$ cat src/rtl/txline_pkg.sv
// Shared constants of the transmit line encoder: mode codes and pattern
// generator geometry. Assumes a 3-bit mode selector.
package txline_pkg;
    localparam int MODE_W = 3;
    localparam logic [MODE_W-1:0] M_MAN_A  = 3'd0;
    localparam logic [MODE_W-1:0] M_MAN_B  = 3'd1;
    localparam logic [MODE_W-1:0] M_BP_MRK = 3'd2;
    localparam logic [MODE_W-1:0] M_BP_SPC = 3'd3;
    localparam logic [MODE_W-1:0] M_PRBS   = 3'd4;
    localparam int PN_LEN = 9;
    localparam int PN_TAP = 5;
endpackage

$ cat src/rtl/txline_prbs.sv
// Pseudo-random pattern source: a Fibonacci shift register with feedback
// from stage LEN and stage TAP. Assumes that clear holds it at all ones
// and that step advances it by one bit.
module txline_prbs #(
    parameter int LEN = txline_pkg::PN_LEN,
    parameter int TAP = txline_pkg::PN_TAP
) (
    input  logic clk,
    input  logic rst_n,
    input  logic clear,
    input  logic step,
    output logic pn_bit
);
    logic [LEN-1:0] sr;

    assign pn_bit = sr[LEN-1];

    // Seed on clear, shift in the feedback bit on each step.
    always_ff @(posedge clk) begin
        if (!rst_n || clear) begin
            sr <= '1;
        end else if (step) begin
            sr <= {sr[LEN-2:0], sr[LEN-1] ^ sr[TAP-1]};
        end
    end


    pn_nonzero_chk: assert property (@(posedge clk) disable iff (!rst_n)
        sr != '0);
endmodule

$ cat src/rtl/txline_sampler.sv
// Bit re-timer: captures one source bit (or pattern bit) at each bit start,
// holds it for the period and requests the next bit with a one-cycle pulse.
// Assumes that start is already qualified by the enable.
module txline_sampler (
    input  logic clk,
    input  logic rst_n,
    input  logic enable,
    input  logic start,
    input  logic use_pn,
    input  logic pn_bit,
    input  logic din,
    output logic fresh,
    output logic cur_bit,
    output logic active,
    output logic req
);
    assign fresh = use_pn ? pn_bit : din;

    // Hold the sampled bit, mark a running bit and pulse the request.
    always_ff @(posedge clk) begin
        if (!rst_n || !enable) begin
            cur_bit <= 1'b0;
            active  <= 1'b0;
            req     <= 1'b0;
        end else begin
            req <= 1'b0;
            if (start) begin
                cur_bit <= fresh;
                active  <= 1'b1;
                req     <= !use_pn;
            end
        end
    end
endmodule

$ cat src/rtl/txline_former.sv
// Chip former: produces the first-half chip at a bit start and the
// second-half chip at mid-bit for the latched mode. Its own output
// register doubles as the Bi-Phase level memory, which is low while disabled.
module txline_former (
    input  logic       clk,
    input  logic       rst_n,
    input  logic       enable,
    input  logic       start,
    input  logic       mid,
    input  logic [2:0] mode,
    input  logic       fresh,
    input  logic       cur_bit,
    output logic       chip
);
    import txline_pkg::*;
    logic first_c, second_c;
    logic is_man, is_bp;

    assign is_man = (mode == M_MAN_A) || (mode == M_MAN_B);
    assign is_bp  = (mode == M_BP_MRK) || (mode == M_BP_SPC);

    // Pick the two half-bit chip values for the current mode.
    always_comb begin
        case (mode)
            M_MAN_A:  begin first_c = fresh;  second_c = ~cur_bit; end
            M_MAN_B:  begin first_c = ~fresh; second_c = cur_bit;  end
            M_BP_MRK: begin first_c = ~chip;  second_c = cur_bit ? ~chip : chip; end
            M_BP_SPC: begin first_c = ~chip;  second_c = cur_bit ? chip : ~chip; end
            default:  begin first_c = fresh;  second_c = cur_bit;  end
        endcase
    end

    // Register the chip on each half-bit strobe, rest low when disabled.
    always_ff @(posedge clk) begin
        if (!rst_n || !enable) begin
            chip <= 1'b0;
        end else if (start) begin
            chip <= first_c;
        end else if (mid) begin
            chip <= second_c;
        end
    end


    man_mid_flip_chk: assert property (@(posedge clk) disable iff (!rst_n)
        (mid && is_man) |=> chip != $past(chip));

    bp_edge_flip_chk: assert property (@(posedge clk) disable iff (!rst_n)
        (start && is_bp) |=> chip != $past(chip));
endmodule

$ cat src/rtl/txline_encoder.sv
// Multi-mode transmit line encoder top. Latches the mode while disabled and
// derives the bit-start and mid-bit events from the two strobes. Assumes
// that bit_stb is only raised together with chip_stb.
module txline_encoder (
    input  logic       clk,
    input  logic       rst_n,
    input  logic       bit_stb,
    input  logic       chip_stb,
    input  logic       enc_en,
    input  logic [2:0] mode_sel,
    input  logic       din,
    output logic       din_req,
    output logic       chip_out
);
    import txline_pkg::*;
    logic [MODE_W-1:0] mode_q;
    logic start, mid, use_pn, pn_bit, fresh, cur_bit, active;

    // Capture the mode only while the encoder is stopped.
    always_ff @(posedge clk) begin
        if (!rst_n) begin
            mode_q <= M_MAN_A;
        end else if (!enc_en) begin
            mode_q <= mode_sel;
        end
    end

    assign start  = enc_en && bit_stb && chip_stb;
    assign mid    = enc_en && active && chip_stb && !bit_stb;
    assign use_pn = (mode_q == M_PRBS);

    txline_prbs #(.LEN(PN_LEN), .TAP(PN_TAP)) u_pn (
        .clk(clk), .rst_n(rst_n), .clear(!enc_en),
        .step(start && use_pn), .pn_bit(pn_bit));

    txline_sampler u_smp (
        .clk(clk), .rst_n(rst_n), .enable(enc_en), .start(start),
        .use_pn(use_pn), .pn_bit(pn_bit), .din(din), .fresh(fresh),
        .cur_bit(cur_bit), .active(active), .req(din_req));

    txline_former u_frm (
        .clk(clk), .rst_n(rst_n), .enable(enc_en), .start(start), .mid(mid),
        .mode(mode_q), .fresh(fresh), .cur_bit(cur_bit), .chip(chip_out));


    idle_quiet_chk: assert property (@(posedge clk) disable iff (!rst_n)
        !enc_en |=> (!chip_out && !din_req));

    req_after_start_chk: assert property (@(posedge clk) disable iff (!rst_n)
        din_req |-> $past(bit_stb && chip_stb && enc_en));

    chip_on_strobe_chk: assert property (@(posedge clk) disable iff (!rst_n)
        (chip_out != $past(chip_out)) |-> ($past(chip_stb) || !$past(enc_en)));

    mode_frozen_chk: assert property (@(posedge clk) disable iff (!rst_n)
        (enc_en && $past(enc_en)) |-> $stable(mode_q));
endmodule

$ cat config.mk
export PLATFORM = sky130hd
export DESIGN_NAME = txline_encoder
export DESIGN_NICKNAME = d
export VERILOG_FILES = /design/src/rtl/txline_pkg.sv /design/src/rtl/txline_prbs.sv /design/src/rtl/txline_sampler.sv /design/src/rtl/txline_former.sv /design/src/rtl/txline_encoder.sv
export SDC_FILE = /design/constraint.sdc
export NUM_CORES = 1
export LEC_CHECK = 0
export ABC_CLOCK_PERIOD_IN_PS = 4500
export BUFFER_PORTS_ARGS = -buffer_cell sky130_fd_sc_hd__buf_2
export CAP_MARGIN = 20
export CORE_UTILIZATION = 50
export CTS_BUF_LIST = sky130_fd_sc_hd__clkbuf_8
export CTS_CLUSTER_SIZE = 20
export DETAILED_ROUTE_END_ITERATION = 8
export PLACE_DENSITY_LB_ADDON = 0.2
export SLEW_MARGIN = 15
export SYNTH_ARGS = -nofsm -noshare
export SYNTH_HDL_FRONTEND = slang
export SYNTH_HIERARCHICAL = 1
export SYNTH_SLANG_ARGS = --single-unit
export TNS_END_PERCENT = 50
$ cat constraint.sdc
create_clock -name clk -period 4.5 [get_ports clk]
set_input_delay 1.35 -clock clk [delete_from_list [all_inputs] [get_ports clk]]
set_output_delay 1.35 -clock clk [all_outputs]
set_load 0.02 [all_outputs]
After elaboration in Yosys (flattened, before gate mapping):

Index checks and enable logic that the tools add are counted.

* eq/ne operators: 6
* muxes and demuxes: 7
* bitwise operators: 5
* reductions and logical operators: 16

Operator list (count)
* $eq 3x2->1 const B: 2
* $logic_and 1x1->1: 6
* $ne 3x3->1 const B: 2
* $mux 1: 5
* $logic_not 1->1: 4
* $not 1->1: 4
* $reduce_or 2->1: 2
* $eq 3x1->1 const B: 1
* $eq 3x3->1 const B: 1
* $logic_not 3->1: 1
* $pmux 1 s3: 1
* $reduce_and 3->1: 1
* $pmux 1 s2: 1
* $reduce_bool 2->1: 1
* $logic_or 1x1->1: 1
* $xor 1x1->1: 1

* register bits after elaboration: 16
* input port bits: 9

Logic depth before layout (Yosys ltp):

Gate-level depths: netlist (run 1).

* word-level depth: 5
* depth in mapped cells: 6
* mapped depth without buffers: 5

By module:

Netlist (run 1), hierarchy kept.

Modules (own cells, without submodules)
* txline_prbs: instances 1, cells each 31, area an instance 357.8 um2
* txline_encoder: instances 1, cells each 15, area an instance 163.9 um2
* txline_former: instances 1, cells each 19, area an instance 148.9 um2
* txline_sampler: instances 1, cells each 11, area an instance 112.6 um2

Least setup slack after synthesis (run 1):

Ideal clock, no wire load.

* path kind: input to register
* start point: in enc_en
* end point: reg u_pn.sr[0]
* setup time: 0.126 ns
* data arrival time: 2.227 ns
* data required time: 4.374 ns
* slack: 2.147 ns
* stages: 6
* buffers on the path: 2
* cells stage by stage: buf_6 -> and3_4 -> and2_1 -> buf_6 -> nor4b_4 -> a31oi_2

* cells in the longest elaborated chain, start to end: 3
* elaborated cells between the ends (all ways): 5
* classes of those cells: reduce/logical (5)

RTL lines
* start: declaration: line txline_encoder.sv:9 `input logic enc_en,`
* $logic_and 1x1->1 (2 in a row): line txline_encoder.sv:28 `assign start = enc_en && bit_stb && chip_stb;`
* named net start: line txline_encoder.sv:17 `logic start, mid, use_pn, pn_bit, fresh, cur_bit, active;`
* $logic_and 1x1->1: line txline_encoder.sv:34 `.step(start && use_pn), .pn_bit(pn_bit));`
* end signal: assignment: line txline_prbs.sv:23 `sr <= {sr[LEN-2:0], sr[LEN-1] ^ sr[TAP-1]};`
* end: declaration: line txline_prbs.sv:14 `logic [LEN-1:0] sr;`

The timed path passes the listed nets, and every way through them passes these cells.
A chain may end at the register's enable or synchronous reset.

Worst setup path after layout (run 1):

* start point: in enc_en
* end point: reg u_pn.sr[8]

The elaborated chain is that of the path after synthesis.

==> summary.md, run 1 <==
| Metric | Value |
|---|---|
| Outcome | completed |
| Synth cell count leaders | dfxtp_1, mux2i_1, nand2_1 |
| Area grow syn2layout | 12.3% |
| Final layout net count | 97 |
| Top-level port count | 11 |
| Antenna violations before repair | 0 |
| Largest family of logic cells by synthesized area | simple AND/OR/NAND/NOR gates |
| Predominant post-synthesis flop cell | dfxtp_1 |
| Fmax | about 400 MHz |
| Max cap viols | 0 |
| Post-Synth Simple-Gate Area | 24.9% |
| Register area share after synthesis | 40.9% |
| Syn avg cell area | between 10 and 15 um2 |
| Port bufs | 10 |
| Synth unique cells | 31 |
| CP Launch Type | primary input |
| CTS Hold Bufs | 0 |
| Largest net degree at the start of global routing | 11 |
| Clk Latency, worst-skew pair | 250 ps |
| Die height | 41.6 um |
| Final min period | around 2500 ps |
| Vias per cell | 5.42 |
| Hpwl dp | about 970 um |
| Critical path class | in -> reg |
| VDD IR max | about 0.00027 V |
| Drt pass-1 iters | 4 |
| Final Hold Vio Count | 0 |
| Post-synthesis instance area | 783 um2 |
| DR iter-0 viols | 5 |
| Critical path data arrival time | between 2000 and 3000 ps |
| Synth area leader | dfxtp_1 |
| Rows | 13 |
| Post-synth ARST share | 0% |
| CTS Buf Count | 3 |
| Clock root buffer master | clkbuf_8 |
| Routed metal-1 wirelength | 592 um |
| Syn nets | 85 |
| N_diodes | 0 |
| PostCTS Resize Cnt | 0 |
| LEAKAGE | roughly 0.00035 uW |
| Register bit total from synthesis | 16 |
| CP max stage delay | 500 ps |
| Worst slew pin tran | 604 ps |
| Pwr Density | 339 mW/mm2 |
| Crit-path max FO | 10 |
| Die area | 0.00173 mm2 |
| Worst-path cell chain | buf_2 > and3_4 > and2_1 > mux2i_1 > nand2_1 |
| Max layer used | met4 |
| # clock sinks | 16 |
| Compound-cell area share of the yosys netlist | 10.5% |
| CTS tree | yes |
| Synth warn | 6 |
| Final period util | 56.0% |
| Core area | 0.00138 mm2 |
| CP Data Required Time | roughly 4600 ps |
| CP Capture Type | flip-flop |
| Met2 Routed Length | 652 um |
| Post-detailed-route wirelength per cell | 13.0 um |
| Multiplexer area fraction after synthesis | 16.0% |
| Post-Synth Adder-Cell Area | 0% |
| FILL cells | 133 |
| Worst slew margin | between 50 and 60% |
| Total number of vias | 553 |
| Post-synthesis cell count | 76 |
| Top cell type's share of synthesized area | 40.9% |
| GR Util All Layers | between 10% and 20% |
| Top post-synthesis cells by area | dfxtp_1, mux2i_1, nand2_1 |
| Post-route ant nets | 0 |
| Final setup viols | 0 |
| Drt drc | 0 |
| Share of layout cells above drive strength 1 | 25.3% |
| Final Slew Violations | 0 |
| DR WL met3 | around 53 um |
| Reg clk slew, reported paths | 60 ps |
| Post-synth EDFFs | 0 |
| Vias in the first global route | 516 |
| Die Wd | around 42 um |
| Setup Skew | ~6.7 ps |
| H-tree Lvls | 1 |
| Initial Util | 56.7% |
| Crit-path slowest cell | and2_1 |
| Postcts setup bufs | 0 |
| Xor-xnor portion of the synthesized cell area | 2.24% |
| Hold Path Class | reg -> reg |
| Util after Layout | 63.6% |
| Gpl congestion | ~0.82 |
| Clock tree buffer depth | 2 |
| Most frequent cell after synthesis | dfxtp_1 |
| Total power | ~300 uW |
| First-pass GRT wire length | 2170 um |
| Sum Neg Setup Slack | 0 ps |
| Unrepaired setup endpoints after global routing | false |
| Routed WL | 1320 um |
| Total congestion overflow | 0 |
==> worst max-delay path: cells and delay by family <==
kind                   cells  cell delay, ps
muxes                      1             270
buffers and inverters      1             200
and+or+nand+nor            3             820
==> kinds of logic after synthesis <==
family / count (synthesis)
AND/OR/NAND/NOR: 30
AO/OA/AOI/OAI: 9
flip-flops: 16
buffers and inverters: 7
multiplexers: 12
XOR/XNOR: 2
==> layout by cell type, fill, tap and decap left out, drive strengths merged <==
cell type / instances
mux2: 1
nor4b: 1
o21a: 1
nand3b: 1
nand3: 1
and4b: 1
nor2: 4
a311oi: 1
a31oi: 1
inv: 4
or2b: 1
and2b: 1
dfxtp: 16
o21ba: 1
nor2b: 5
xnor2: 2
and2: 1
o221ai: 1
mux2i: 11
a221oi: 1
and3: 1
buf: 10
clkbuf: 4
o21bai: 1
a22o: 1
nor3: 1
o211a: 1
nand2: 9
and3b: 1
nor3b: 2
==> path summary, 6_finish.rpt <==
check / endpoint / startpoint / cells after the start / slack, ps
max: u_pn/sr[8] / enc_en / 5 / 1980
min: u_pn/sr[6] / u_pn/sr[6] / 2 / 480
max reg2reg: u_pn/sr[8] / mode_q[2] / 4 / 2730
min reg2reg: u_pn/sr[6] / u_pn/sr[6] / 2 / 480
==> layer usage <==
| metal | global-route usage (%) | up-vias |
|---|---|---|
| met2 | 27.8 | 9 |
| met5 | 0 | - |
| li1 | - | 285 |
| met4 | 9.68 | 0 |
| met3 | 6.52 | 4 |
| met1 | 18.4 | 255 |
==> sequential cells by signal (all words and copies together), names as in the netlist <==
name and cells:
u_frm/chip 1, mode_q 3, u_smp/req 1, u_pn/sr 9, u_smp/active 1, u_smp/cur_bit 1
==> per-stage QoR <==
stage               area, um2  setup slack (ps)  hold WS, ps  instances
global route              880              1890          504        102
floorplan                 783              2150          433         76
CTS                       880              1970          479        102
global placement          825              1750          453         98
detailed placement        825              1710          464         98
finish                    880              1980          477        102
==> area by class of cell <==
type / count / area [um2] / area share [%]
multi-input combinational: 53 / 420 / 47.8
sequential: 16 / 320 / 36.4
inverter: 4 / 15.0 / 1.71
timing repair buffer: 10 / 50.0 / 5.69
tap: 15 / 18.8 / 2.13
clock buffer: 4 / 55.1 / 6.26
==> power by group <==
| group | total, uW | leakage, uW | internal, uW | switching (uW) |
|---|---|---|---|---|
| clock network | 127 | 0.0000288 | 77.6 | 49.0 |
| registers | 147 | 0.000130 | 144 | 3.37 |
| logic | 23.7 | 0.000196 | 12.3 | 11.4 |
Note: power is estimated with default switching activity, not from simulation.
==> inputs of run 2 (changes only) <==
ABC_CLOCK_PERIOD_IN_PS = 2500   (was 4500)
clock period = 2.5 ns   (was 4.5 ns; I/O delays follow)
==> summary.md, run 2 (same netlist as run 1, synthesis figures left out) <==
| Metric | Value |
|---|---|
| Hold Path Class | reg -> reg (unchanged) |
| Core area | 0.00138 mm2 (unchanged) |
| Drt drc | 0 (unchanged) |
| DR iter-0 viols | 5 (unchanged) |
| LEAKAGE | 0.000360 uW (was 0.000355 uW) |
| Area grow syn2layout | 13.3% (was 12.3%) |
| CTS tree | yes (unchanged) |
| Seq pwr share | 50.2% (was 49.5%) |
| Postcts setup bufs | 0 (unchanged) |
| Setup Skew | 0.904 ps (was 6.69 ps) |
| Unrepaired setup endpoints after global routing | false (unchanged) |
| Worst-path cell chain | buf_2 > and3_4 > and2_1 > buf_4 > mux2i_1 > nand2_1 (was buf_2 > and3_4 > and2_1 > mux2i_1 > nand2_1) |
| Total congestion overflow | 0 (unchanged) |
| Worst slew pin tran | 597 ps (was 604 ps) |
| Share of layout cells above drive strength 1 | 26.1% (was 25.3%) |
| CP Capture Type | flip-flop (unchanged) |
| Final setup viols | 0 (unchanged) |
| Clk Latency, worst-skew pair | 240 ps (was 250 ps) |
| CTS Hold Bufs | 0 (unchanged) |
| PostCTS Resize Cnt | 0 (unchanged) |
| H-tree Lvls | 1 (unchanged) |
| Critical path class | in -> reg (unchanged) |
| Final min period | 1720 ps |
| Routed metal-1 wirelength | 599 um (was 592 um) |
| Port bufs | 10 (unchanged) |
| Max reg flops | 9 (unchanged) |
| Rows | 13 (unchanged) |
| GR Util All Layers | 16.5% (was 16.9%) |
| Routed WL | 1270 um (was 1320 um) |
| Final Slew Violations | 0 (unchanged) |
| Die height | 41.6 um (unchanged) |
| Max layer used | met4 (unchanged) |
| Antenna violations before repair | 0 (unchanged) |
| First-pass GRT wire length | 2200 um (was 2170 um) |
| CTS Buf Count | 3 (unchanged) |
| Post-detailed-route wirelength per cell | 12.3 um (was 13.0 um) |
| Vias per cell | 5.36 (was 5.42) |
| Max cap viols | 0 (unchanged) |
| Pwr Density | 597 mW/mm2 (was 339 mW/mm2) |
| Reg clk slew, reported paths | 60 ps (about the same) |
| Gpl congestion | 0.822 (was 0.815) |
| CP Launch Type | primary input (unchanged) |
| Final layout net count | 98 (was 97) |
| N_diodes | 0 (unchanged) |
| Commonest cells after routing, fill and taps aside | dfxtp_1, mux2i_1, buf_2 (unchanged) |
| # clock sinks | 16 (unchanged) |
| Switching part of the total | 20.5% (was 21.4%) |
| Vias in the first global route | 551 (was 516) |
| Die Wd | 41.6 um (unchanged) |
| P_sw | 108 uW (was 63.8 uW) |
| Die area | 0.00173 mm2 (unchanged) |
| Post-route ant nets | 0 (unchanged) |
| Clock tree buffer depth | 2 (unchanged) |
| Power Internal | 421 uW (was 234 uW) |
| Sum Neg Setup Slack | 0 ps (unchanged) |
| Outcome | completed (unchanged) |
| Final Hold Vio Count | 0 (unchanged) |
| Met2 Routed Length | 609 um (was 652 um) |
| Initial Util | 56.7% (unchanged) |
| Total power | 529 uW (was 298 uW) |
| Crit-path slowest cell | and3_4 (was and2_1) |
| Crit-path max FO | 10 (unchanged) |
| Hpwl dp | 944 um (was 967 um) |
| Drt pass-1 iters | 4 (unchanged) |
| Worst slew margin | 60.1% (was 59.6%) |
| DR WL met3 | 37 um (was 53 um) |
| Clock share of power | 41.7% (was 42.5%) |
| Final period util | 68.9% |
| Reg with most FFs | u_pn/sr (unchanged) |
| Largest net degree at the start of global routing | 11 (unchanged) |
| CP Data Required Time | 2610 ps (was 4610 ps) |
| VDD IR max | 0.000365 V (was 0.000266 V) |
| Top-level port count | 11 (unchanged) |
| Total number of vias | 552 (was 553) |
| Largest registers | u_pn/sr (9), mode_q (3) (unchanged) |
| CP max stage delay | 250 ps (was 500 ps) |
| Combinational fraction of design power | 8.1% (was 8.0%) |
| Clock root buffer master | clkbuf_8 (unchanged) |
| Most common cell after layout, fill and taps aside | dfxtp_1 (unchanged) |
| Critical path data arrival time | 1830 ps (was 2630 ps) |
| Fmax | 580 MHz |
==> run 2: cell types whose count changed in the layout (fill, tap and decap cells not counted), sizes merged <==
cell,before,now
buf,10,11
==> run 2: worst max-delay path, delay by kind of cell <==
kind                   cells  cell delay, ps
AND/OR/NAND/NOR            3             450
buffers and inverters      2             410
multiplexers               1             220
==> run 2: cell type report <==
class	count	area [um2]
sequential	16	320
tap	15	18.8
multi-input combinational	53	420
fill	133	495
clock buffer	4	55.1
inverter	4	15.0
timing repair buffer	11	57.6
==> run 2: final timing paths <==
check | startpoint | slack (ps) | end | depth (start not counted)
min | u_pn/sr[2] | 480 | u_pn/sr[2] | 2
max reg2reg | mode_q[2] | 830 | u_frm/chip | 5
max | enc_en | 780 | u_pn/sr[8] | 6
min reg2reg | u_pn/sr[2] | 480 | u_pn/sr[2] | 2
==> run 2: stage by stage <==
step	hold WS (ps)	setup slack (ps)	utilization (%)	instance area [um2]	instances
after floorplan	433	747	-	783	76
after global placement	456	563	60.2	832	99
after detailed placement	462	520	60.2	832	99
after CTS	479	776	64.2	887	103
after global routing	503	686	64.2	887	103
final	477	777	64.2	887	103
==> run 2: per-layer routing <==
layer	GRT usage [%]	up-vias
met5	0	-
met4	9.68	0
met3	3.91	4
met2	28.1	8
met1	18.6	254
li1	-	286
==> run 2: power groups by stage <==
stage               sequential, uW  combinational [uW]  clock (uW)
global route                   266                47.1         240
global placement               271                42.0           0
finish                         266                43.0         221
CTS                            266                43.4         232
floorplan                      270                31.4           0
detailed placement             271                43.2           0
